`src/rtl/sdrdy_pkg.sv`:
```
package sdrdy_pkg;
  typedef struct packed {
    logic       rdy_n;
    logic       slow;
    logic       err;
    logic [1:0] id;
    logic       unity;
    logic [1:0] pat;
  } stat_t;

  function automatic stat_t make_stat(logic slow, logic err, logic unity);
    stat_t s;
    s.rdy_n = 1'b0;
    s.slow  = slow;
    s.err   = err;
    s.id    = 2'b00;
    s.unity = unity;
    s.pat   = 2'b01;
    return s;
  endfunction
endpackage

```
`src/rtl/sdrdy_timer.sv`:
```
module sdrdy_timer #(
  parameter int S_SLOW = 4000,
  parameter int S_FAST = 2400,
  parameter int P_SLOW = 1000,
  parameter int P_FAST = 600,
  parameter int LEAD   = 16,
  parameter int CNT_W  = 12
) (
  input  logic clk,
  input  logic arst_n,
  input  logic restart,
  input  logic slow_new,
  input  logic slow_cur,
  output logic conv_evt,
  output logic warn_evt
);
  logic [CNT_W-1:0] cnt;

  function automatic logic [CNT_W-1:0] load_val(logic slow, int a, int b);
    return slow ? CNT_W'(a - 1) : CNT_W'(b - 1);
  endfunction

  assign conv_evt = !restart && (cnt == '0);
  assign warn_evt = !restart && (cnt == CNT_W'(LEAD));

  always_ff @(posedge clk or negedge arst_n) begin
    if (!arst_n)          cnt <= '0;
    else if (restart)     cnt <= load_val(slow_new, S_SLOW, S_FAST);
    else if (cnt == '0)   cnt <= load_val(slow_cur, P_SLOW, P_FAST);
    else                  cnt <= cnt - 1'b1;
  end
endmodule

```
`src/rtl/sdrdy_shift.sv`:
```
module sdrdy_shift #(
  parameter int WORD_W = 32,
  parameter int BIT_W  = 6
) (
  input  logic             clk,
  input  logic             arst_n,
  input  logic             clr,
  input  logic             rdy,
  input  logic             sclk,
  output logic [BIT_W-1:0] bitcnt,
  output logic             read_done
);
  logic sclk_q;
  logic fall, rise;

  assign fall      = sclk_q && !sclk;
  assign rise      = !sclk_q && sclk;
  assign read_done = rdy && rise && !clr && (bitcnt == BIT_W'(WORD_W));

  always_ff @(posedge clk or negedge arst_n) begin
    if (!arst_n) begin
      sclk_q <= 1'b1;
      bitcnt <= '0;
    end else begin
      sclk_q <= sclk;
      if (clr || read_done)
        bitcnt <= '0;
      else if (rdy && fall && bitcnt < BIT_W'(WORD_W))
        bitcnt <= bitcnt + 1'b1;
    end
  end
endmodule

```
`src/rtl/sdrdy_port.sv`:
```
module sdrdy_port #(
  parameter int RES_W       = 20,
  parameter int SETTLE_SLOW = 4000,
  parameter int SETTLE_FAST = 2400,
  parameter int PERIOD_SLOW = 1000,
  parameter int PERIOD_FAST = 600,
  parameter int LEAD        = 16
) (
  input  logic             clk,
  input  logic             rst_n,
  input  logic             pd_n,
  input  logic             filt_slow,
  input  logic             gain_unity,
  input  logic [RES_W-1:0] conv_data,
  input  logic             conv_err,
  input  logic             sclk,
  output logic             sdo,
  output logic             sdo_en
);
  import sdrdy_pkg::*;

  localparam int PAD_W  = 4;
  localparam int WORD_W = RES_W + PAD_W + $bits(stat_t);
  localparam int MAX_S  = (SETTLE_SLOW > SETTLE_FAST) ? SETTLE_SLOW : SETTLE_FAST;
  localparam int MAX_P  = (PERIOD_SLOW > PERIOD_FAST) ? PERIOD_SLOW : PERIOD_FAST;
  localparam int MAX_C  = (MAX_S > MAX_P) ? MAX_S : MAX_P;
  localparam int CNT_W  = $clog2(MAX_C + 1);
  localparam int BIT_W  = $clog2(WORD_W + 1);

  function automatic logic [WORD_W-1:0] pack_word(logic [RES_W-1:0] res, stat_t st);
    return {res, {PAD_W{1'b0}}, st};
  endfunction

  function automatic logic word_bit(logic [WORD_W-1:0] w, logic [BIT_W-1:0] n);
    if (n == '0) return 1'b0;
    return w[WORD_W - int'(n)];
  endfunction

  logic              arst_n;
  logic              armed, filt_q, gain_q, rdy, en_q;
  logic [WORD_W-1:0] word_q;
  logic              chg, restart, conv_evt, warn_evt, read_done, shift_clr;
  logic [BIT_W-1:0]  bitcnt;

  assign arst_n    = rst_n && pd_n;
  assign chg       = armed && ((filt_slow != filt_q) || (gain_unity != gain_q));
  assign restart   = !armed || chg;
  assign shift_clr = restart || conv_evt || warn_evt;

  sdrdy_timer #(
    .S_SLOW(SETTLE_SLOW), .S_FAST(SETTLE_FAST),
    .P_SLOW(PERIOD_SLOW), .P_FAST(PERIOD_FAST),
    .LEAD(LEAD), .CNT_W(CNT_W)
  ) u_timer (
    .clk(clk), .arst_n(arst_n), .restart(restart),
    .slow_new(filt_slow), .slow_cur(filt_q),
    .conv_evt(conv_evt), .warn_evt(warn_evt)
  );

  sdrdy_shift #(.WORD_W(WORD_W), .BIT_W(BIT_W)) u_shift (
    .clk(clk), .arst_n(arst_n), .clr(shift_clr), .rdy(rdy),
    .sclk(sclk), .bitcnt(bitcnt), .read_done(read_done)
  );

  always_ff @(posedge clk or negedge arst_n) begin
    if (!arst_n) begin
      armed  <= 1'b0;
      filt_q <= 1'b0;
      gain_q <= 1'b0;
      rdy    <= 1'b0;
      en_q   <= 1'b0;
      word_q <= '0;
    end else begin
      en_q <= 1'b1;
      if (restart) begin
        armed  <= 1'b1;
        filt_q <= filt_slow;
        gain_q <= gain_unity;
        rdy    <= 1'b0;
      end else if (conv_evt) begin
        word_q <= pack_word(conv_data, make_stat(filt_q, conv_err, gain_q));
        rdy    <= 1'b1;
      end else if (warn_evt || read_done) begin
        rdy    <= 1'b0;
      end
    end
  end

  assign sdo    = rdy ? word_bit(word_q, bitcnt) : 1'b1;
  assign sdo_en = en_q;
endmodule

```
`config.mk`:
```
export PLATFORM = sky130hd
export DESIGN_NAME = sdrdy_port
export DESIGN_NICKNAME = d
export VERILOG_FILES = /design/src/rtl/sdrdy_pkg.sv /design/src/rtl/sdrdy_timer.sv /design/src/rtl/sdrdy_shift.sv /design/src/rtl/sdrdy_port.sv
export SDC_FILE = /design/constraint.sdc
export NUM_CORES = 1
export LEC_CHECK = 0
export ABC_CLOCK_PERIOD_IN_PS = 2700
export BUFFER_PORTS_ARGS = -buffer_cell sky130_fd_sc_hd__buf_2
export CAP_MARGIN = 5
export CORE_MARGIN = 2
export CORE_UTILIZATION = 52
export DETAILED_ROUTE_END_ITERATION = 16
export GPL_TIMING_DRIVEN = 0
export MAX_ROUTING_LAYER = met4
export PLACE_DENSITY = 0.76
export RECOVER_POWER = 50
export SYNTH_ARGS = -nofsm -noshare
export SYNTH_HDL_FRONTEND = slang
export SYNTH_SLANG_ARGS = --single-unit
```
`constraint.sdc`:
```
create_clock -name clk -period 2.7 [get_ports clk]
set_input_delay 0.405 -clock clk [delete_from_list [all_inputs] [get_ports clk]]
set_output_delay 0.405 -clock clk [all_outputs]
set_load 0.02 [all_outputs]
```
* Word level (Yosys, flattened, before mapping)
Index checks and enable logic that the tools add are counted.
** Word-level totals
- Flip-flop bits (word level) :: 48
- Input port bits :: 27
- Output and inout port bits :: 2
- Word-level logic and storage cells :: 62
** Cells by class
- Add/subtract/negate cells :: 3
- $lt $le $gt $ge :: 2
- Equal/unequal tests :: 4
- Muxes and demuxes :: 16
- Bitwise operators :: 1
- Reduce and logical (&&, ||, !) cells :: 27
** Operators by type and width (count)
- 12-bit 2-to-1 mux :: 2
- 12-bit by 5-bit == test with 1-bit output (second input constant) :: 1
- 12-bit logical NOT :: 1
- 6-bit 2-to-1 mux :: 2
- 12-bit by 1-bit subtractor with 12-bit output (second input constant) :: 1
- 1-bit logical AND :: 11
- 11-bit 2-to-1 mux :: 1
- 1-bit 2-to-1 mux :: 9
- 9-bit 2-to-1 mux :: 1
- 7-bit less-than comparator (second input constant) :: 1
- 6-bit by 6-bit subtractor with 7-bit output (first input constant) :: 1
- 6-bit by 1-bit adder with 6-bit output (second input constant) :: 1
- 6-bit == test (second input constant) :: 1
- 6-bit logical NOT :: 1
- 1-bit logical OR :: 6
- 6-bit less-than comparator (second input constant) :: 1
- 1-bit binary-select mux with 5-bit select :: 1
- 1-bit logical NOT :: 5
- 3-bit nonzero test :: 1
- 1-bit inequality test :: 2
- 2-bit AND reduction :: 1
- 2-bit nonzero test :: 1
- 1-bit NOT :: 1

* Depth between registers and ports, before layout
Gate-level depths: netlist (run 1).
- Word-level depth :: 15
- Depth in mapped cells :: 9
- Depth with buffers taken out :: 7

* Cells and area by module
A second synthesis (run 1) with hierarchy kept.
** Second synthesis, totals
- Cells, all modules :: 228
- Area total of the unflattened synthesis :: 2593.7 um^2
** Modules (own cells, without submodules)
- sdrdy_port :: instances 1, cells each 114, area an instance 1448.9 um^2
- sdrdy_timer :: instances 1, cells each 76, area an instance 744.5 um^2
- sdrdy_shift :: instances 1, cells each 38, area an instance 400.4 um^2

* Least setup slack after synthesis (run 1)
No wires, ideal clock.
- Path type :: reg2out
- From :: reg u_shift.bitcnt[0]
- To :: out sdo
- Arrival time :: 2.422 ns
- Data required time :: 2.295 ns
- Slack :: -0.127 ns
- Stages on the path, launching flop included :: 9
- Buffers on the path :: 2
- Cells stage by stage :: dfrtp_1 > buf_1 > inv_1 > ha_1 > clkbuf_1 > mux4_2 > mux2_2 > a21oi_1 > o221ai_1
** On the way
- Longest elaborated chain between the ends :: 6
- Elaborated cells on any way between the ends :: 8
- Those cells by class :: 1 x add/sub; 6 x mux; 1 x reduce/logical
** RTL lines
- from (decl) :: line sdrdy_shift.sv:10 : output logic [BIT_W-1:0] bitcnt,
- from (signal assigned) :: line sdrdy_shift.sv:29 : bitcnt <= bitcnt + 1'b1;
- 6-bit by 6-bit subtractor with 7-bit output :: line sdrdy_port.sv:36 : return w[WORD_W - int'(n)];
- 1-bit binary-select mux with 5-bit select :: line sdrdy_port.sv:36
- 1-bit 2-to-1 mux (not written as such) (2 in a row) :: line sdrdy_port.sv:36
- 1-bit 2-to-1 mux (*) :: line sdrdy_port.sv:36
- 1-bit 2-to-1 mux (*) :: line sdrdy_port.sv:89 : assign sdo = rdy ? word_bit(word_q, bitcnt) : 1'b1;
- to (decl) :: line sdrdy_port.sv:17 : output logic sdo,
Every way passes the cells marked *; elsewhere a longest branch is shown, timed or not. The select of a mux whose other input is x is not followed.

* Worst setup path in the final report (run 1)
Same ends and word-level chain as after synthesis.

==> impl_results.md, run 1 <==
* # H-tree levels at 2
* Clock-pin slew on the worst setup and hold paths at 0.10 ns
* Crit Path Max Fanout at 7
* I/O pins at 29
* Worst-Margin Slew at 1.12 ns
* CP endpoint kind: output pin
* Slowest-stage cell, CP: mux4_2
* Yosys cell types at 44
* Routed via count at 1612
* Setup TNS at 0 ns
* Largest net degree at the start of global routing at 32
* Syn. warnings at 0
* Gr ovfl total at 0
* Via-to-Cell Ratio at 5.52
* Fmax at 378 MHz
* Non-Filler Instances at 292
* WL/cell at 15.1 um
* Final hold vios at 0
* Most frequent CP cell: buf_4
* Sequential cell area fraction in the yosys report at 0.515
* Hold Crit Depth at 1
* DP HPWL at 3.07 mm
* Initial antenna violation count at 0
* Required @ worst endpoint at 2.30 ns
* Pwr/cell area at 514 mW/mm^2
* CP Data Arrival Time at 2.24 ns
* First-pass GRT wire length at 7.53 mm
* Avg Inst Size Synth at 11.9 sq um
* DRT antenna net count at 0
* Die H at 71.0 um
* HP Class: in2reg
* Clock Tree Root: clkbuf_8
* Core box area at 0.00435 sq mm
* Post-synth EDFFs at 0
* Die area at 0.00504 sq mm
* # setup viols final at 0
* Startpoint types: flop
* Relative slew margins at 0.252
* CTS Buf Count at 5
* Routed wire length at 4.41 mm
* Detailed Route Iter0 Violations at 77
* Fin crit period at 2.65 ns
* Longest Clk Path Bufs at 2
* Setup WS pre-CTS at -0.371 ns
* Dpl cells at 279
* Max-cap check violation count at 0
* GRT Total Usage at 0.200
* Initial core utilization at 0.536
* CP Cell Sequence: buf_6 -> buf_4 -> mux4_2 -> mux2_2 -> a21oi_2 -> o221ai_2 -> buf_4
* Peak supply drop at 0.376 mV
* FP Rows at 24
* Area delta synth->final at 18.5%
* Final worst-path cycle share at 0.980
* Die X at 71.0 um
* Crit Path Category: reg2out
* Fin Clk Skew at 0.0159 ns
* Fill count at 326
* Fraction of layout cells with a size suffix above 1 at 0.350
* Cts hold-fix bufs at 0
* Leakage Power at 1.29 nW
* Fin worst setup slack at 0.0544 ns
* R2R cell count at 8
* Final layout net count at 269
* Gpl congestion at 0.847
* Cell Area, Synth at 0.00234 sq mm
* Clk sinks at 48
* Main flop type after synthesis: dfrtp_1
* Clk Latency, worst-skew pair at 0.31 ns
* Number of global-route vias before repair at 1648
* # port buffers at 28
* Status: finished, final reports clean
* # diodes at 0
* #FFs+latches synth at 48
* Critical path's largest stage delay at 0.51 ns
* Max-slew violations at 0
* Drt pass-1 iters at 4
* # DRC at 0
* Syn Inst Count at 197
* CTS tree: yes
* Share of synthesized registers carrying an async set or reset at 1.00
==> worst max-delay path, delay by kind of cell (launching register included) <==
kind	cells	cell delay (ns)
AOI/OAI and AO/OA	2	0.29
buffers and inverters	3	0.46
DFF	1	0.38
muxes	2	0.80
==> layout make-up <==
cell class / instances / area (sq um) / share of cell area
clock inverters: 3 / 68.8 / 0.0249
plain buffers: 9 / 63.8 / 0.0230
inverters: 6 / 25.0 / 0.00904
clock buffers: 5 / 68.8 / 0.0249
flip-flops and latches: 48 / 1200 / 0.435
repair buffers: 35 / 189 / 0.0682
well taps: 52 / 65.1 / 0.0235
multi-input cells: 134 / 1080 / 0.392
==> final timing paths <==
kind                                   start           endpoint  slack [ns]
setup / recovery           u_shift.bitcnt[0]                sdo        0.05
hold / removal                          sclk     u_shift.sclk_q        0.22
setup reg to reg              u_timer.cnt[0]         word_q[15]        0.34
hold reg to reg                    word_q[0]          word_q[0]        0.47
max in group asynchronous              rst_n  u_shift.bitcnt[1]        0.94
min in group asynchronous               pd_n  u_shift.bitcnt[2]        0.40
==> metal layers <==
layer / global-route usage / share of wire
met1: 0.261 / 0.46
met2: 0.306 / 0.50
met3: 0.0271 / 0.024
met4: 0.107 / 0.024
met5: - / 0
==> cells in the final DEF (no fill, tap or decap), types with 4 or more instances in the layout <==
cell type   n
a21oi_1     6
buf_2      24
buf_4       8
clkbuf_1    8
clkbuf_8    5
dfrtp_1    46
inv_1       5
mux2_2     21
mux4_2      5
nand2_1    16
nand3_1     5
nor2_1     14
nor3_1      4
xnor2_1     9
xor2_1      6
==> through the flow <==
step / power (mW) / util / hold WS, ns / area [sq um]
5_1_grt: 1.48 / 0.636 / 0.213 / 2770
6_report: 1.42 / 0.636 / 0.219 / 2770
2_1_floorplan: 0.786 / - / 0.409 / 2340
4_1_cts: 1.44 / 0.635 / 0.155 / 2760
3_3_place_gp: 0.817 / 0.585 / 0.453 / 2550
3_5_place_dp: 0.822 / 0.590 / 0.455 / 2570
==> repair_timing <==
| item | CTS | global route |
|---|---|---|
| endpoints found under the setup margin | 1 | 1 |
| pin swaps | 1 | 2 |
| gates resized for setup | 8 | 7 |
| setup buffers | 4 | 2 |
==> state kept, by name, indices dropped and copies added, names as in the netlist <==
name,cells
rdy,1
armed,1
sdo_en,1
filt_q,1
u_shift.bitcnt,6
gain_q,1
word_q,24
u_timer.cnt,12
u_shift.sclk_q,1
==> synthesized netlist by cell type, drive strengths merged (3+ instances only) <==
master	number	share of area
nand2	16	0.026
ha	3	0.016
inv	6	0.0096
or4	3	0.0096
buf	4	0.016
nor4	3	0.0080
nor2	14	0.022
dfrtp	47	0.50
nor3	5	0.016
and3	3	0.0080
mux4	5	0.048
a21oi	7	0.015
nand3	5	0.011
xnor2	9	0.034
clkbuf	6	0.0096
o21ai	5	0.011
xor2	7	0.026
mux2	24	0.12
o31ai	3	0.0096
==> logic make-up (layout without fill, tap and decap cells) <==
| logic type | after synthesis | in the layout | synth area share |
|---|---|---|---|
| XOR/XNOR | 16 | 16 | 0.0600 |
| AO/OA/AOI/OAI | 23 | 23 | 0.0632 |
| buffers and inverters | 16 | 58 | 0.0353 |
| flip-flops | 48 | 48 | 0.515 |
| multiplexers | 31 | 31 | 0.177 |
| adder cells (fa/ha/maj) | 3 | 3 | 0.0161 |
| AND/OR/NAND/NOR | 59 | 59 | 0.132 |
| other | 1 | 2 | 0.00161 |
==> power breakdown <==
part	internal, mW	switching [mW]	total [mW]	leakage (nW)
clock	0.373	0.248	0.620	0.0687
sequential	0.730	0.00834	0.738	0.618
combinational	0.0260	0.0382	0.0642	0.604
total	1.13	0.294	1.42	1.29
Power figures use the tool's default switching activity.
==> run 2: changes to the inputs <==
- ABC_CLOCK_PERIOD_IN_PS: 2700 -> 2600
- CORE_UTILIZATION: 52 -> 50
- PLACE_DENSITY: 0.76 -> 0.7
- clock period: 2.7 -> 2.6 ns (I/O delays scaled with it)
==> impl_results.md, run 2 (synthesized netlist as in run 1, its figures left out) <==
* Die X at 72.4 um (+1.9%)
* Area delta synth->final at 18.7%
* Combinational power share at 0.049 (+0.004)
* Gpl congestion at 0.842 (-0.54%)
* DR WL met3 at 131 um (+21%)
* # H-tree levels at 2 (unchanged)
* Fill count at 361 (+11%)
* Die area at 0.00523 sq mm (+3.8%)
* First-pass GRT wire length at 7.62 mm (+1.1%)
* Failing checks: negative setup slack
* Pwr/cell area at 491 mW/mm^2 (-4.4%)
* Slowest-stage cell, CP: dfrtp_1
* CP Data Arrival Time at 2.26 ns (+0.02 ns)
* Top reg by flops: word_q
* Cts hold-fix bufs at 0 (unchanged)
* HP Class: in2reg
* Clk sinks at 48 (unchanged)
* Clk Latency, worst-skew pair at 0.30 ns (about the same)
* FF-to-FF setup slack at 0.26 ns (-0.08 ns)
* Longest Clk Path Bufs at 2 (unchanged)
* Clock-pin slew on the worst setup and hold paths at 0.09 ns (about the same)
* Most frequent cells in the layout: 46 x dfrtp_1, 24 x buf_2, 20 x mux2_2, 16 x nand2_1, 14 x nor2_1
* Startpoint types: flop
* Final hold vios at 0 (unchanged)
* FP Rows at 24 (unchanged)
* Placed cell areas at 0.00257 sq mm (about the same)
* Top routing layer in use: met4
* Critical path's largest stage delay at 0.39 ns (-0.12 ns)
* Sequential Power Share at 0.563 (+0.044)
* Max-slew violations at 0 (unchanged)
* Setup TNS at -0.0462 ns (-0.0462 ns)
* Routed wire length at 4.30 mm (-2.6%)
* Storage cell area at 0.00120 sq mm (unchanged)
* Worst-Margin Slew at 1.12 ns (-0.0000807 ns)
* Status: finished, violations left
* I/O pins at 29 (unchanged)
* Largest net degree at the start of global routing at 32 (unchanged)
* Switching Fraction at 0.215 (+0.00819)
* Core box area at 0.00441 sq mm (+1.4%)
* Drt pass-1 iters at 4 (unchanged)
* Initial antenna violation count at 0 (unchanged)
* Fin crit period at 2.65 ns
* Max-cap check violation count at 0 (unchanged)
* Fmax at 378 MHz
* Wire length on met2 at 2.20 mm (+0.59%)
* RSZ-0062 raised after global routing: yes
* DRT antenna net count at 0 (unchanged)
* # diodes at 0 (unchanged)
* Final worst-path cycle share at 1.02
* Pint at 1.07 mW (-5.2%)
* Gr ovfl total at 0 (unchanged)
* Net Sw Power at 0.293 mW (-0.46%)
* Leakage Power at 1.29 nW (-0.18%)
* Final Cell Area at 0.00277 sq mm (+0.18%)
* Initial core utilization at 0.529 (-0.00730)
* Fraction of layout cells with a size suffix above 1 at 0.358 (+0.00833)
* Most common cell after layout, fill and taps aside: dfrtp_1
* # DRC at 0 (unchanged)
* DP HPWL at 3.08 mm (+0.46%)
* CP endpoint kind: output pin
* GRT Total Usage at 0.195 (-0.00515)
* CP Cell Sequence: buf_6 -> inv_4 -> ha_4 -> buf_8 -> mux4_2 -> mux2_4 -> a21oi_4 -> o221ai_2 -> buf_4
* # setup viols final at 1 (+1)
* Multi-input gate area at 0.00111 sq mm (+2.2%)
* Setup WS pre-CTS at -0.248 ns (+0.124 ns)
* Hold Crit Depth at 1 (unchanged)
* Top flop regs: word_q (24), u_timer.cnt (12), u_shift.bitcnt (6)
* WL/cell at 14.7 um (-2.6%)
* R2R cell count at 8 (unchanged)
* Crit Path Category: reg2out
* Relative slew margins at 0.252 (about the same)
* Peak supply drop at 0.350 mV (-6.9%)
* Final layout net count at 269 (unchanged)
* Via-to-Cell Ratio at 5.50 (-0.37%)
* Fin worst setup slack at -0.0462 ns (-0.101 ns)
* WL met1 at 1.86 mm (-7.6%)
* Die H at 72.4 um (+1.9%)
* Fin Clk Skew at 0.0106 ns (-0.00531 ns)
* Crit Path Max Fanout at 5 (-2)
* Clock power share at 0.388 (-0.048)
* CTS Buf Count at 5 (unchanged)
* Clock Tree Root: clkbuf_8
* CTS tree: yes
* Max reg flops at 24 (unchanged)
* Detailed Route Iter0 Violations at 119 (+55%)
* Routed via count at 1606 (-0.37%)
* # port buffers at 28 (unchanged)
* Number of global-route vias before repair at 1615 (-2.0%)
* Required @ worst endpoint at 2.21 ns (-0.09 ns)
[run 2: cell count changes in the layout (fill, tap and decap cells not counted), sizes merged]
| cell | previous run | this run |
|---|---|---|
| clkinv | 0 | 1 |
| buf | 35 | 34 |
| clkbuf | 14 | 15 |
| inv | 7 | 6 |
| bufinv | 2 | 1 |
| clkinvlp | 0 | 1 |
[run 2: final cells by class]
type                    count  area share
plain buffers              10      0.0284
clock buffers               5      0.0248
clock inverters             3      0.0153
inverters                   6     0.00902
multi-input cells         134       0.400
flip-flops and latches     48       0.434
well taps                  52      0.0235
repair buffers             34      0.0654
[run 2: worst paths after layout]
path	startpoint	endpoint
hold / removal	sclk	u_shift.sclk_q
max in group asynchronous	rst_n	u_shift.bitcnt[1]
setup / recovery	u_shift.bitcnt[0]	sdo
setup reg to reg	u_timer.cnt[0]	word_q[14]
hold reg to reg	word_q[0]	word_q[0]
min in group asynchronous	pd_n	u_timer.cnt[7]
[run 2: timing repair]
action	4_1_cts	5_1_grt
gates resized for setup	12	6
setup endpoints to repair	1	1
pin swaps	3	3
gates cloned	1	0
buffers inserted	3	1
[run 2: per-stage QoR]
stage                     std cells  hold WS (ns)  utilization  power, mW
after floorplan                 198         0.394            -      0.817
after global placement          278         0.451        0.577      0.848
after detailed placement        279         0.468        0.582      0.854
after CTS                       291         0.148        0.626       1.39
after global routing            292         0.199        0.628       1.42
final                           292         0.207        0.628       1.36
[run 2: metal layers]
metal | vias to the layer above | global-route usage
met3 | 8 | 0.0458
met4 | 0 | 0.0671
met1 | 805 | 0.242
met5 | - | -
li1 | 775 | -
met2 | 18 | 0.315
[run 2: power groups by stage]
| stage | clock network, mW | logic, mW | registers (mW) |
|---|---|---|---|
| 2_1_floorplan | 0 | 0.0363 | 0.780 |
| 3_3_place_gp | 0 | 0.0673 | 0.780 |
| 3_5_place_dp | 0 | 0.0727 | 0.781 |
| 4_1_cts | 0.549 | 0.0728 | 0.766 |
| 5_1_grt | 0.577 | 0.0778 | 0.769 |
| 6_report | 0.529 | 0.0669 | 0.766 |
[run 2: critical path, delay by kind of cell (launching register included)]
family | cells | cell delay (ns)
AO/OA/AOI/OAI | 2 | 0.26
adder cells (fa/ha/maj) | 1 | 0.27
buffers and inverters | 4 | 0.46
flip-flops | 1 | 0.39
multiplexers | 2 | 0.58
